$ cat config.mk
export PLATFORM = sky130hd
export DESIGN_NAME = keyed_watchdog
export DESIGN_NICKNAME = d
export VERILOG_FILES = /design/src/rtl/wdg_pkg.sv /design/src/rtl/wdg_key_gate.sv /design/src/rtl/wdg_counter.sv /design/src/rtl/wdg_expiry_ctl.sv /design/src/rtl/keyed_watchdog.sv
export SDC_FILE = /design/constraint.sdc
export NUM_CORES = 1
export LEC_CHECK = 0
export BUFFER_PORTS_ARGS = -buffer_cell sky130_fd_sc_hd__buf_4
export CAP_MARGIN = 20
export CORE_ASPECT_RATIO = 0.9
export CORE_MARGIN = 5
export CORE_UTILIZATION = 48
export DETAILED_ROUTE_END_ITERATION = 7
export GPL_TIMING_DRIVEN = 0
export PLACE_DENSITY = 0.74
export SYNTH_ARGS = -nofsm -noshare
export SYNTH_HDL_FRONTEND = slang
export SYNTH_SLANG_ARGS = --single-unit
$ cat constraint.sdc
create_clock -name clk -period 1.55 [get_ports clk]
set_input_delay 0.0775 -clock clk [delete_from_list [all_inputs] [get_ports clk]]
set_output_delay 0.0775 -clock clk [all_outputs]
set_load 0.03 [all_outputs]
$ cat src/rtl/wdg_pkg.sv
// Package for the keyed watchdog.
// Holds the expiry-stage encoding shared by the counter and the expiry controller.
package wdg_pkg;
    // ARMED: no expiry since the last honoured write.
    // WARNED: the interrupt has been raised and the grace count is running.
    typedef enum logic {
        STG_ARMED  = 1'b0,
        STG_WARNED = 1'b1
    } wdg_stage_e;
endpackage

$ cat src/rtl/wdg_key_gate.sv
// Key gate for the watchdog control word.
// Decides whether a write is honoured and keeps the stored run bit and key.
// Assumes wr_en_i is a one-cycle strobe.
// Only the run bit and key are stored, because no other stored field changes behaviour.
module wdg_key_gate #(
    parameter int CNT_W = 8,
    parameter int KEY_W = 7,
    localparam int RUN_BIT = CNT_W,
    localparam int KEY_LSB = CNT_W + 1,
    localparam int WORD_W  = CNT_W + 1 + KEY_W
) (
    input  logic              clk,
    input  logic              rst_n,
    input  logic              wr_en_i,
    input  logic [WORD_W-1:0] wr_data_i,
    output logic              accept_o
);
    logic             run_q;
    logic [KEY_W-1:0] key_q;
    logic [KEY_W-1:0] new_key;
    logic             key_ok;

    // Pick out the key field and compare it with the inverse of the stored key.
    always_comb begin
        new_key  = wr_data_i[KEY_LSB +: KEY_W];
        key_ok   = (new_key == ~key_q);
        accept_o = wr_en_i && (!run_q || key_ok);
    end

    // Store the run bit and key of every honoured write.
    always_ff @(posedge clk) begin
        if (!rst_n) begin
            run_q <= 1'b0;
            key_q <= '0;
        end else if (accept_o) begin
            run_q <= wr_data_i[RUN_BIT];
            key_q <= new_key;
        end
    end

    // a write with a wrong key while running leaves the stored state unchanged.
    assert_bad_key_ignored_R5: assert property (@(posedge clk) disable iff (!rst_n)
        (wr_en_i && run_q && (wr_data_i[KEY_LSB +: KEY_W] != ~key_q))
        |=> ($stable(key_q) && $stable(run_q)));

    // while stopped, any write becomes the new reference.
    assert_open_when_stopped_R6: assert property (@(posedge clk) disable iff (!rst_n)
        (wr_en_i && !run_q) |=> (key_q == $past(wr_data_i[KEY_LSB +: KEY_W])));
endmodule

$ cat src/rtl/wdg_counter.sv
// Tick-driven down-counter for the watchdog.
// An honoured write loads the count; a zero count field means 2**CNT_W.
// On expiry the counter either reloads the grace count or, when halt_i is set, stops.
// Assumes GRACE_TICKS >= 1.
module wdg_counter #(
    parameter int CNT_W = 8,
    parameter int GRACE_TICKS = 1,
    localparam int CW = CNT_W + 1
) (
    input  logic             clk,
    input  logic             rst_n,
    input  logic             load_i,
    input  logic [CNT_W-1:0] load_cnt_i,
    input  logic             run_cmd_i,
    input  logic             tick_i,
    input  logic             halt_i,
    output logic             expire_o
);
    logic [CW-1:0] count_q;
    logic          run_q;
    logic [CW-1:0] load_val;

    // Map a zero count field to the full range, and detect the last tick.
    always_comb begin
        load_val = (load_cnt_i == '0) ? {1'b1, {CNT_W{1'b0}}} : {1'b0, load_cnt_i};
        expire_o = run_q && tick_i && !load_i && (count_q <= CW'(1));
    end

    // Load on a write; otherwise count down, reload the grace count, or stop.
    always_ff @(posedge clk) begin
        if (!rst_n) begin
            count_q <= '0;
            run_q   <= 1'b0;
        end else if (load_i) begin
            count_q <= load_val;
            run_q   <= run_cmd_i;
        end else if (tick_i && run_q) begin
            if (count_q <= CW'(1)) begin
                if (halt_i) run_q   <= 1'b0;
                else        count_q <= CW'(GRACE_TICKS);
            end else begin
                count_q <= count_q - CW'(1);
            end
        end
    end

    // every tick while running, with no write, lowers the count by one.
    assert_tick_decrements_R3: assert property (@(posedge clk) disable iff (!rst_n)
        (run_q && tick_i && !load_i && (count_q > CW'(1)))
        |=> (count_q == $past(count_q) - CW'(1)));

    // a zero count field loads the full range.
    assert_zero_is_full_R4: assert property (@(posedge clk) disable iff (!rst_n)
        (load_i && (load_cnt_i == '0)) |=> (count_q == CW'(1 << CNT_W)));

    // a stopped counter never expires.
    assert_no_expire_stopped_R9: assert property (@(posedge clk) disable iff (!rst_n)
        (!run_q) |-> !expire_o);
endmodule

$ cat src/rtl/wdg_expiry_ctl.sv
// Two-stage expiry controller.
// The first expiry raises the interrupt; a later expiry with no honoured write in between
// pulses the reset request for one cycle.
// Assumes the counter drops expire_i whenever a write loads it.
module wdg_expiry_ctl
    import wdg_pkg::*;
(
    input  logic clk,
    input  logic rst_n,
    input  logic accept_i,
    input  logic expire_i,
    output logic halt_o,
    output logic nmi_o,
    output logic reset_req_o
);
    wdg_stage_e stage_q;
    logic       nmi_q;
    logic       rr_q;

    // Step through the expiry stages; an honoured write clears the history.
    always_ff @(posedge clk) begin
        if (!rst_n) begin
            stage_q <= STG_ARMED;
            nmi_q   <= 1'b0;
            rr_q    <= 1'b0;
        end else if (accept_i) begin
            stage_q <= STG_ARMED;
            nmi_q   <= 1'b0;
            rr_q    <= 1'b0;
        end else if (expire_i) begin
            if (stage_q == STG_ARMED) begin
                stage_q <= STG_WARNED;
                nmi_q   <= 1'b1;
                rr_q    <= 1'b0;
            end else begin
                rr_q    <= 1'b1;
            end
        end else begin
            rr_q <= 1'b0;
        end
    end

    // Drive the outputs from the registered state.
    always_comb begin
        halt_o      = (stage_q == STG_WARNED);
        nmi_o       = nmi_q;
        reset_req_o = rr_q;
    end

    // the reset request lasts exactly one cycle.
    assert_reset_pulse_R7: assert property (@(posedge clk) disable iff (!rst_n)
        reset_req_o |=> !reset_req_o);

    // a reset request is always preceded by the interrupt.
    assert_reset_after_nmi_R7: assert property (@(posedge clk) disable iff (!rst_n)
        reset_req_o |-> nmi_o);

    // an honoured write lowers both outputs.
    assert_service_clears_R8: assert property (@(posedge clk) disable iff (!rst_n)
        accept_i |=> (!nmi_o && !reset_req_o));
endmodule

$ cat src/rtl/keyed_watchdog.sv
// Keyed watchdog with two-stage expiry.
// Joins the key gate, the tick counter and the expiry controller.
// Assumes wr_en_i and tick_en_i are single-cycle strobes in the clk domain.
module keyed_watchdog #(
    parameter int CNT_W = 8,
    parameter int KEY_W = 7,
    parameter int GRACE_TICKS = 1,
    localparam int WORD_W = CNT_W + 1 + KEY_W
) (
    input  logic              clk,
    input  logic              rst_n,
    input  logic              wr_en_i,
    input  logic [WORD_W-1:0] wr_data_i,
    input  logic              tick_en_i,
    output logic              nmi_o,
    output logic              reset_req_o
);
    logic accept;
    logic expire;
    logic halt;

    wdg_key_gate #(.CNT_W(CNT_W), .KEY_W(KEY_W)) i_gate (
        .clk(clk), .rst_n(rst_n), .wr_en_i(wr_en_i), .wr_data_i(wr_data_i),
        .accept_o(accept)
    );

    wdg_counter #(.CNT_W(CNT_W), .GRACE_TICKS(GRACE_TICKS)) i_cnt (
        .clk(clk), .rst_n(rst_n), .load_i(accept), .load_cnt_i(wr_data_i[CNT_W-1:0]),
        .run_cmd_i(wr_data_i[CNT_W]), .tick_i(tick_en_i), .halt_i(halt),
        .expire_o(expire)
    );

    wdg_expiry_ctl i_ctl (
        .clk(clk), .rst_n(rst_n), .accept_i(accept), .expire_i(expire),
        .halt_o(halt), .nmi_o(nmi_o), .reset_req_o(reset_req_o)
    );
endmodule

==> metrics.txt <==
# TYPE chip_impl_metric gauge
chip_impl_info{name="clk_root_buffer_cell",value="sky130_fd_sc_hd__clkbuf_4"} 1
chip_impl_metric{name="routed_wl",unit="µm"} 3420
chip_impl_metric{name="post-route-drc-count",unit=""} 0
chip_impl_metric{name="pin_count_of_the_biggest_net_entering_global_routing",unit=""} 12
chip_impl_metric{name="drtPass1Iterations",unit=""} 4
chip_impl_info{name="maxUsedRoutingLayer",value="met4"} 1
chip_impl_metric{name="drive_above_1_share",unit="%"} 44.6
chip_impl_metric{name="post_synth_num_cell_types",unit=""} 42
chip_impl_metric{name="die_h",unit="µm"} 56.1
chip_impl_metric{name="clock_insertion_delay_worst_skew",unit="ns"} 0.30
chip_impl_metric{name="core_region_area",unit="µm²"} 2220
chip_impl_metric{name="die_w",unit="µm"} 61.2
chip_impl_info{name="critPathLaunch",value="i_cnt.count_q[1]$_SDFFE_PN0P_"} 1
chip_impl_info{name="yosys-top-cells-area",value="sky130_fd_sc_hd__dfxtp_1, sky130_fd_sc_hd__nand2_1, sky130_fd_sc_hd__a21oi_1, sky130_fd_sc_hd__xnor2_1, sky130_fd_sc_hd__xor2_1"} 1
chip_impl_metric{name="htree_levels",unit=""} 1
chip_impl_metric{name="placementRows",unit=""} 16
chip_impl_info{name="setup.worst_path.start_class",value="flip-flop"} 1
chip_impl_metric{name="clk_pin_slew",unit="ns"} 0.12
chip_impl_metric{name="hold_path_depth",unit=""} 3
chip_impl_info{name="run_status",value="finished with violations"} 1
chip_impl_metric{name="grt_pass1_vias",unit=""} 1115
chip_impl_metric{name="syn_avg_cell_area",unit="µm²"} 8.27
chip_impl_metric{name="report.final.slew_viol_count",unit=""} 0
chip_impl_metric{name="power.density_cell_area",unit="nW/µm²"} 803
chip_impl_metric{name="met3_length",unit="µm"} 241
chip_impl_info{name="clock_tree_from_tritoncts",value="yes"} 1
chip_impl_metric{name="gp_routability_congestion",unit=""} 0.838
chip_impl_metric{name="placed_cells_incl_taps",unit=""} 185
chip_impl_info{name="yosys.area.top_type",value="sky130_fd_sc_hd__dfxtp_1"} 1
chip_impl_metric{name="yosysWarningCount",unit=""} 0
chip_impl_metric{name="port_buffers",unit=""} 21
chip_impl_metric{name="postSynthRegisterBits",unit=""} 21
chip_impl_metric{name="period_needed",unit="ns"} 1.67
chip_impl_metric{name="wl_met2",unit="µm"} 1880
chip_impl_info{name="mostFrequentLayoutCells",value="sky130_fd_sc_hd__buf_4, sky130_fd_sc_hd__nand2_1, sky130_fd_sc_hd__dfxtp_1"} 1
chip_impl_info{name="regToRegEndpoint",value="i_cnt.count_q[8]$_SDFFE_PN0P_"} 1
chip_impl_metric{name="synth_top_area_share",unit="%"} 37.1
chip_impl_metric{name="fmaxAchievable",unit="MHz"} 599
chip_impl_metric{name="critPathRequiredTime",unit="ns"} 1.73
chip_impl_metric{name="slew_headroom",unit="%"} 63.6
chip_impl_metric{name="final.setup.worst_slack",unit="ns"} -0.119
chip_impl_metric{name="initial_core_util",unit="%"} 51.0
chip_impl_metric{name="final_antenna_net_count",unit=""} 0
chip_impl_metric{name="report.final.hold_viol_count",unit=""} 0
chip_impl_info{name="whs_endpoint",value="i_cnt.count_q[5]$_SDFFE_PN0P_"} 1
chip_impl_metric{name="crit_fanout",unit=""} 3
chip_impl_metric{name="leakage_power",unit="nW"} 0.663
chip_impl_metric{name="syn-instance-count",unit=""} 137
chip_impl_metric{name="final-instance-count-excl-fill",unit=""} 204
chip_impl_metric{name="clock_sinks",unit=""} 21
chip_impl_metric{name="layout.nets",unit=""} 200
chip_impl_metric{name="crit_share_post_route",unit="%"} 108
chip_impl_metric{name="per_cell_routed_wire_length",unit="µm"} 16.8
chip_impl_info{name="failed_checks",value="setup timing"} 1
chip_impl_metric{name="cts_buffers",unit=""} 3
chip_impl_metric{name="vdd_ir_drop_max",unit="mV"} 0.659
chip_impl_info{name="hold_path.class",value="in -> reg"} 1
chip_impl_metric{name="timing.final.setup_violations",unit=""} 19
chip_impl_metric{name="design.die.area",unit="µm²"} 3430
chip_impl_metric{name="synth_area",unit="µm²"} 1130
chip_impl_metric{name="timing.max_cap.violations",unit=""} 0
chip_impl_metric{name="via_per_inst",unit=""} 5.89
chip_impl_info{name="end_kind",value="flip-flop"} 1
chip_impl_metric{name="antenna_found_initial",unit=""} 0
chip_impl_metric{name="route.vias.total",unit=""} 1202
chip_impl_metric{name="timing.hold.ws",unit="ns"} 0.00979
chip_impl_metric{name="worstPathArrival",unit="ns"} 1.85
chip_impl_metric{name="tightest_slew",unit="ns"} 0.546
chip_impl_metric{name="area_growth_syn_to_layout",unit="%"} 48.3
chip_impl_metric{name="fin_worst_skew",unit="ns"} 0.00414
chip_impl_info{name="most_common_cell_after_layout_fill_and_taps_aside",value="sky130_fd_sc_hd__buf_4"} 1
chip_impl_info{name="min-delay-start",value="wr_data_i[5]"} 1
chip_impl_metric{name="ios",unit=""} 22
chip_impl_metric{name="grt-ovfl-total",unit=""} 0
chip_impl_info{name="grt_setup_unrepaired",value="yes"} 1
chip_impl_metric{name="postSynthNetCount",unit=""} 159
chip_impl_info{name="timing.rr.start",value="i_cnt.count_q[1]$_SDFFE_PN0P_"} 1
chip_impl_metric{name="power",unit="W"} 0.00135
chip_impl_metric{name="r2r.worst_path.cells",unit=""} 6
chip_impl_metric{name="setup_tns",unit="ns"} -0.740
chip_impl_metric{name="dp_worst_setup_slack",unit="ns"} -0.196
chip_impl_metric{name="synth_sequential_area_ratio",unit="%"} 37.1
chip_impl_metric{name="clockBufferDepth",unit=""} 2
chip_impl_metric{name="place.detailed.hpwl",unit="µm"} 2100
chip_impl_metric{name="antenna-diode-count",unit=""} 0
chip_impl_metric{name="detail_route.iter0.violations",unit=""} 66
chip_impl_info{name="setup.worst_path.class",value="reg -> reg"} 1
chip_impl_metric{name="grt_use_total",unit="%"} 18.3
chip_impl_metric{name="wl_met1",unit="µm"} 1270
chip_impl_metric{name="grt_pass1_wl",unit="µm"} 4910
chip_impl_metric{name="reg2reg_setup_slack",unit="ns"} -0.12
-- stage by stage --
stage	utilization, %	instance area [µm²]
floorplan	-	1150
global placement	60.4	1340
detailed placement	60.4	1340
CTS	66.8	1480
global route	75.6	1680
finish	75.6	1680
-- where the power goes --
part / total [W] / internal (W) / switching [W]
Sequential: 0.000626 / 0.000576 / 0.0000501
Combinational: 0.000453 / 0.000227 / 0.000225
Clock: 0.000270 / 0.000100 / 0.000170
-- worst max-delay path, stage by stage, from the launching register on --
cell                       delay (ns)
sky130_fd_sc_hd__dfxtp_4         0.38
sky130_fd_sc_hd__inv_4           0.06
sky130_fd_sc_hd__ha_4            0.13
sky130_fd_sc_hd__or4b_4          0.49
sky130_fd_sc_hd__nor3_4          0.14
sky130_fd_sc_hd__mux2i_1         0.26
sky130_fd_sc_hd__a211oi_2        0.09
-- cell usage after synthesis --
cell / number
sky130_fd_sc_hd__o211ai_1: 1
sky130_fd_sc_hd__nand2_1: 24
sky130_fd_sc_hd__and3_1: 1
sky130_fd_sc_hd__a31o_2: 1
sky130_fd_sc_hd__mux2i_1: 3
sky130_fd_sc_hd__mux2_2: 1
sky130_fd_sc_hd__o21ai_0: 6
sky130_fd_sc_hd__and2_1: 1
sky130_fd_sc_hd__a21boi_0: 1
sky130_fd_sc_hd__a311oi_2: 1
sky130_fd_sc_hd__nor3_4: 1
sky130_fd_sc_hd__dfxtp_1: 21
sky130_fd_sc_hd__nand4_1: 2
sky130_fd_sc_hd__nor2_1: 9
sky130_fd_sc_hd__inv_1: 5
sky130_fd_sc_hd__buf_2: 3
sky130_fd_sc_hd__nand2b_1: 1
sky130_fd_sc_hd__xnor2_1: 4
sky130_fd_sc_hd__o21ai_1: 1
sky130_fd_sc_hd__o21bai_1: 1
sky130_fd_sc_hd__a31oi_1: 4
sky130_fd_sc_hd__nor2b_1: 1
sky130_fd_sc_hd__a21oi_1: 15
sky130_fd_sc_hd__a21boi_1: 1
sky130_fd_sc_hd__a221o_1: 1
sky130_fd_sc_hd__o211a_1: 1
sky130_fd_sc_hd__a32o_1: 1
sky130_fd_sc_hd__ha_1: 2
sky130_fd_sc_hd__a21o_1: 1
sky130_fd_sc_hd__a211oi_2: 1
sky130_fd_sc_hd__nor3_1: 2
sky130_fd_sc_hd__nor4_2: 1
sky130_fd_sc_hd__o21a_1: 1
sky130_fd_sc_hd__nand3_1: 2
sky130_fd_sc_hd__or4b_4: 1
sky130_fd_sc_hd__and4_1: 1
sky130_fd_sc_hd__nor3_2: 1
sky130_fd_sc_hd__or3b_1: 1
sky130_fd_sc_hd__nor4_1: 3
sky130_fd_sc_hd__a221oi_1: 2
sky130_fd_sc_hd__xor2_1: 4
sky130_fd_sc_hd__clkbuf_1: 2
-- repair_timing --
| action | CTS | global route |
|---|---|---|
| hold buffers | 0 | 0 |
| setup endpoints to repair | 19 | 20 |
| setup buffers | 8 | 6 |
| cloned | 0 | 2 |
| gates resized for setup | 13 | 35 |
| pin swaps | 6 | 11 |
-- layer usage --
| metal | vias to the layer above | track usage, % |
|---|---|---|
| met3 | 4 | 2.55 |
| met2 | 55 | 31.0 |
| met4 | 0 | 6.50 |
| met5 | - | 0 |
| met1 | 570 | 23.0 |
| li1 | 573 | - |
-- registers in the layout, indices dropped and copies added (netlist names) --
name	count
i_cnt.count_q	9
i_cnt.run_q	1
i_ctl.halt_o	1
i_ctl.nmi_o	1
i_ctl.reset_req_o	1
i_gate.key_q	7
i_gate.run_q	1
-- logic make-up after synthesis --
| family | after synthesis | share of synthesized area (%) |
|---|---|---|
| simple gates | 52 | 23.9 |
| xor+xnor | 8 | 6.19 |
| mux | 4 | 3.65 |
| compound gates | 40 | 23.3 |
| buf+inv | 10 | 3.65 |
| fa+ha+maj | 2 | 2.21 |
| flops | 21 | 37.1 |
-- cell type report --
type                    instances  area, µm²
clock buffers                   4       26.3
multi-input cells             106        847
plain buffers                   4       33.8
flip-flops and latches         21        430
well taps                      27       33.8
repair buffers                 37        287
fillers                       157        543
inverters                       5       21.3
-- worst max path at each step --
stage / end / slack (ns) / cells after the start
3_3_place_gp: i_cnt.count_q[0]$_SDFFE_PN0P_ / -0.17 / 5
6_report: i_cnt.count_q[8]$_SDFFE_PN0P_ / -0.12 / 6
2_1_floorplan: i_cnt.count_q[6]$_SDFFE_PN0P_ / -0.03 / 7
4_1_cts: i_cnt.count_q[8]$_SDFFE_PN0P_ / -0.11 / 6
5_1_grt: i_gate.key_q[1]$_SDFFE_PN0N_ / -0.17 / 6
3_5_place_dp: i_cnt.count_q[0]$_SDFFE_PN0P_ / -0.20 / 5
No activity file was read; power rests on OpenSTA's default activity.
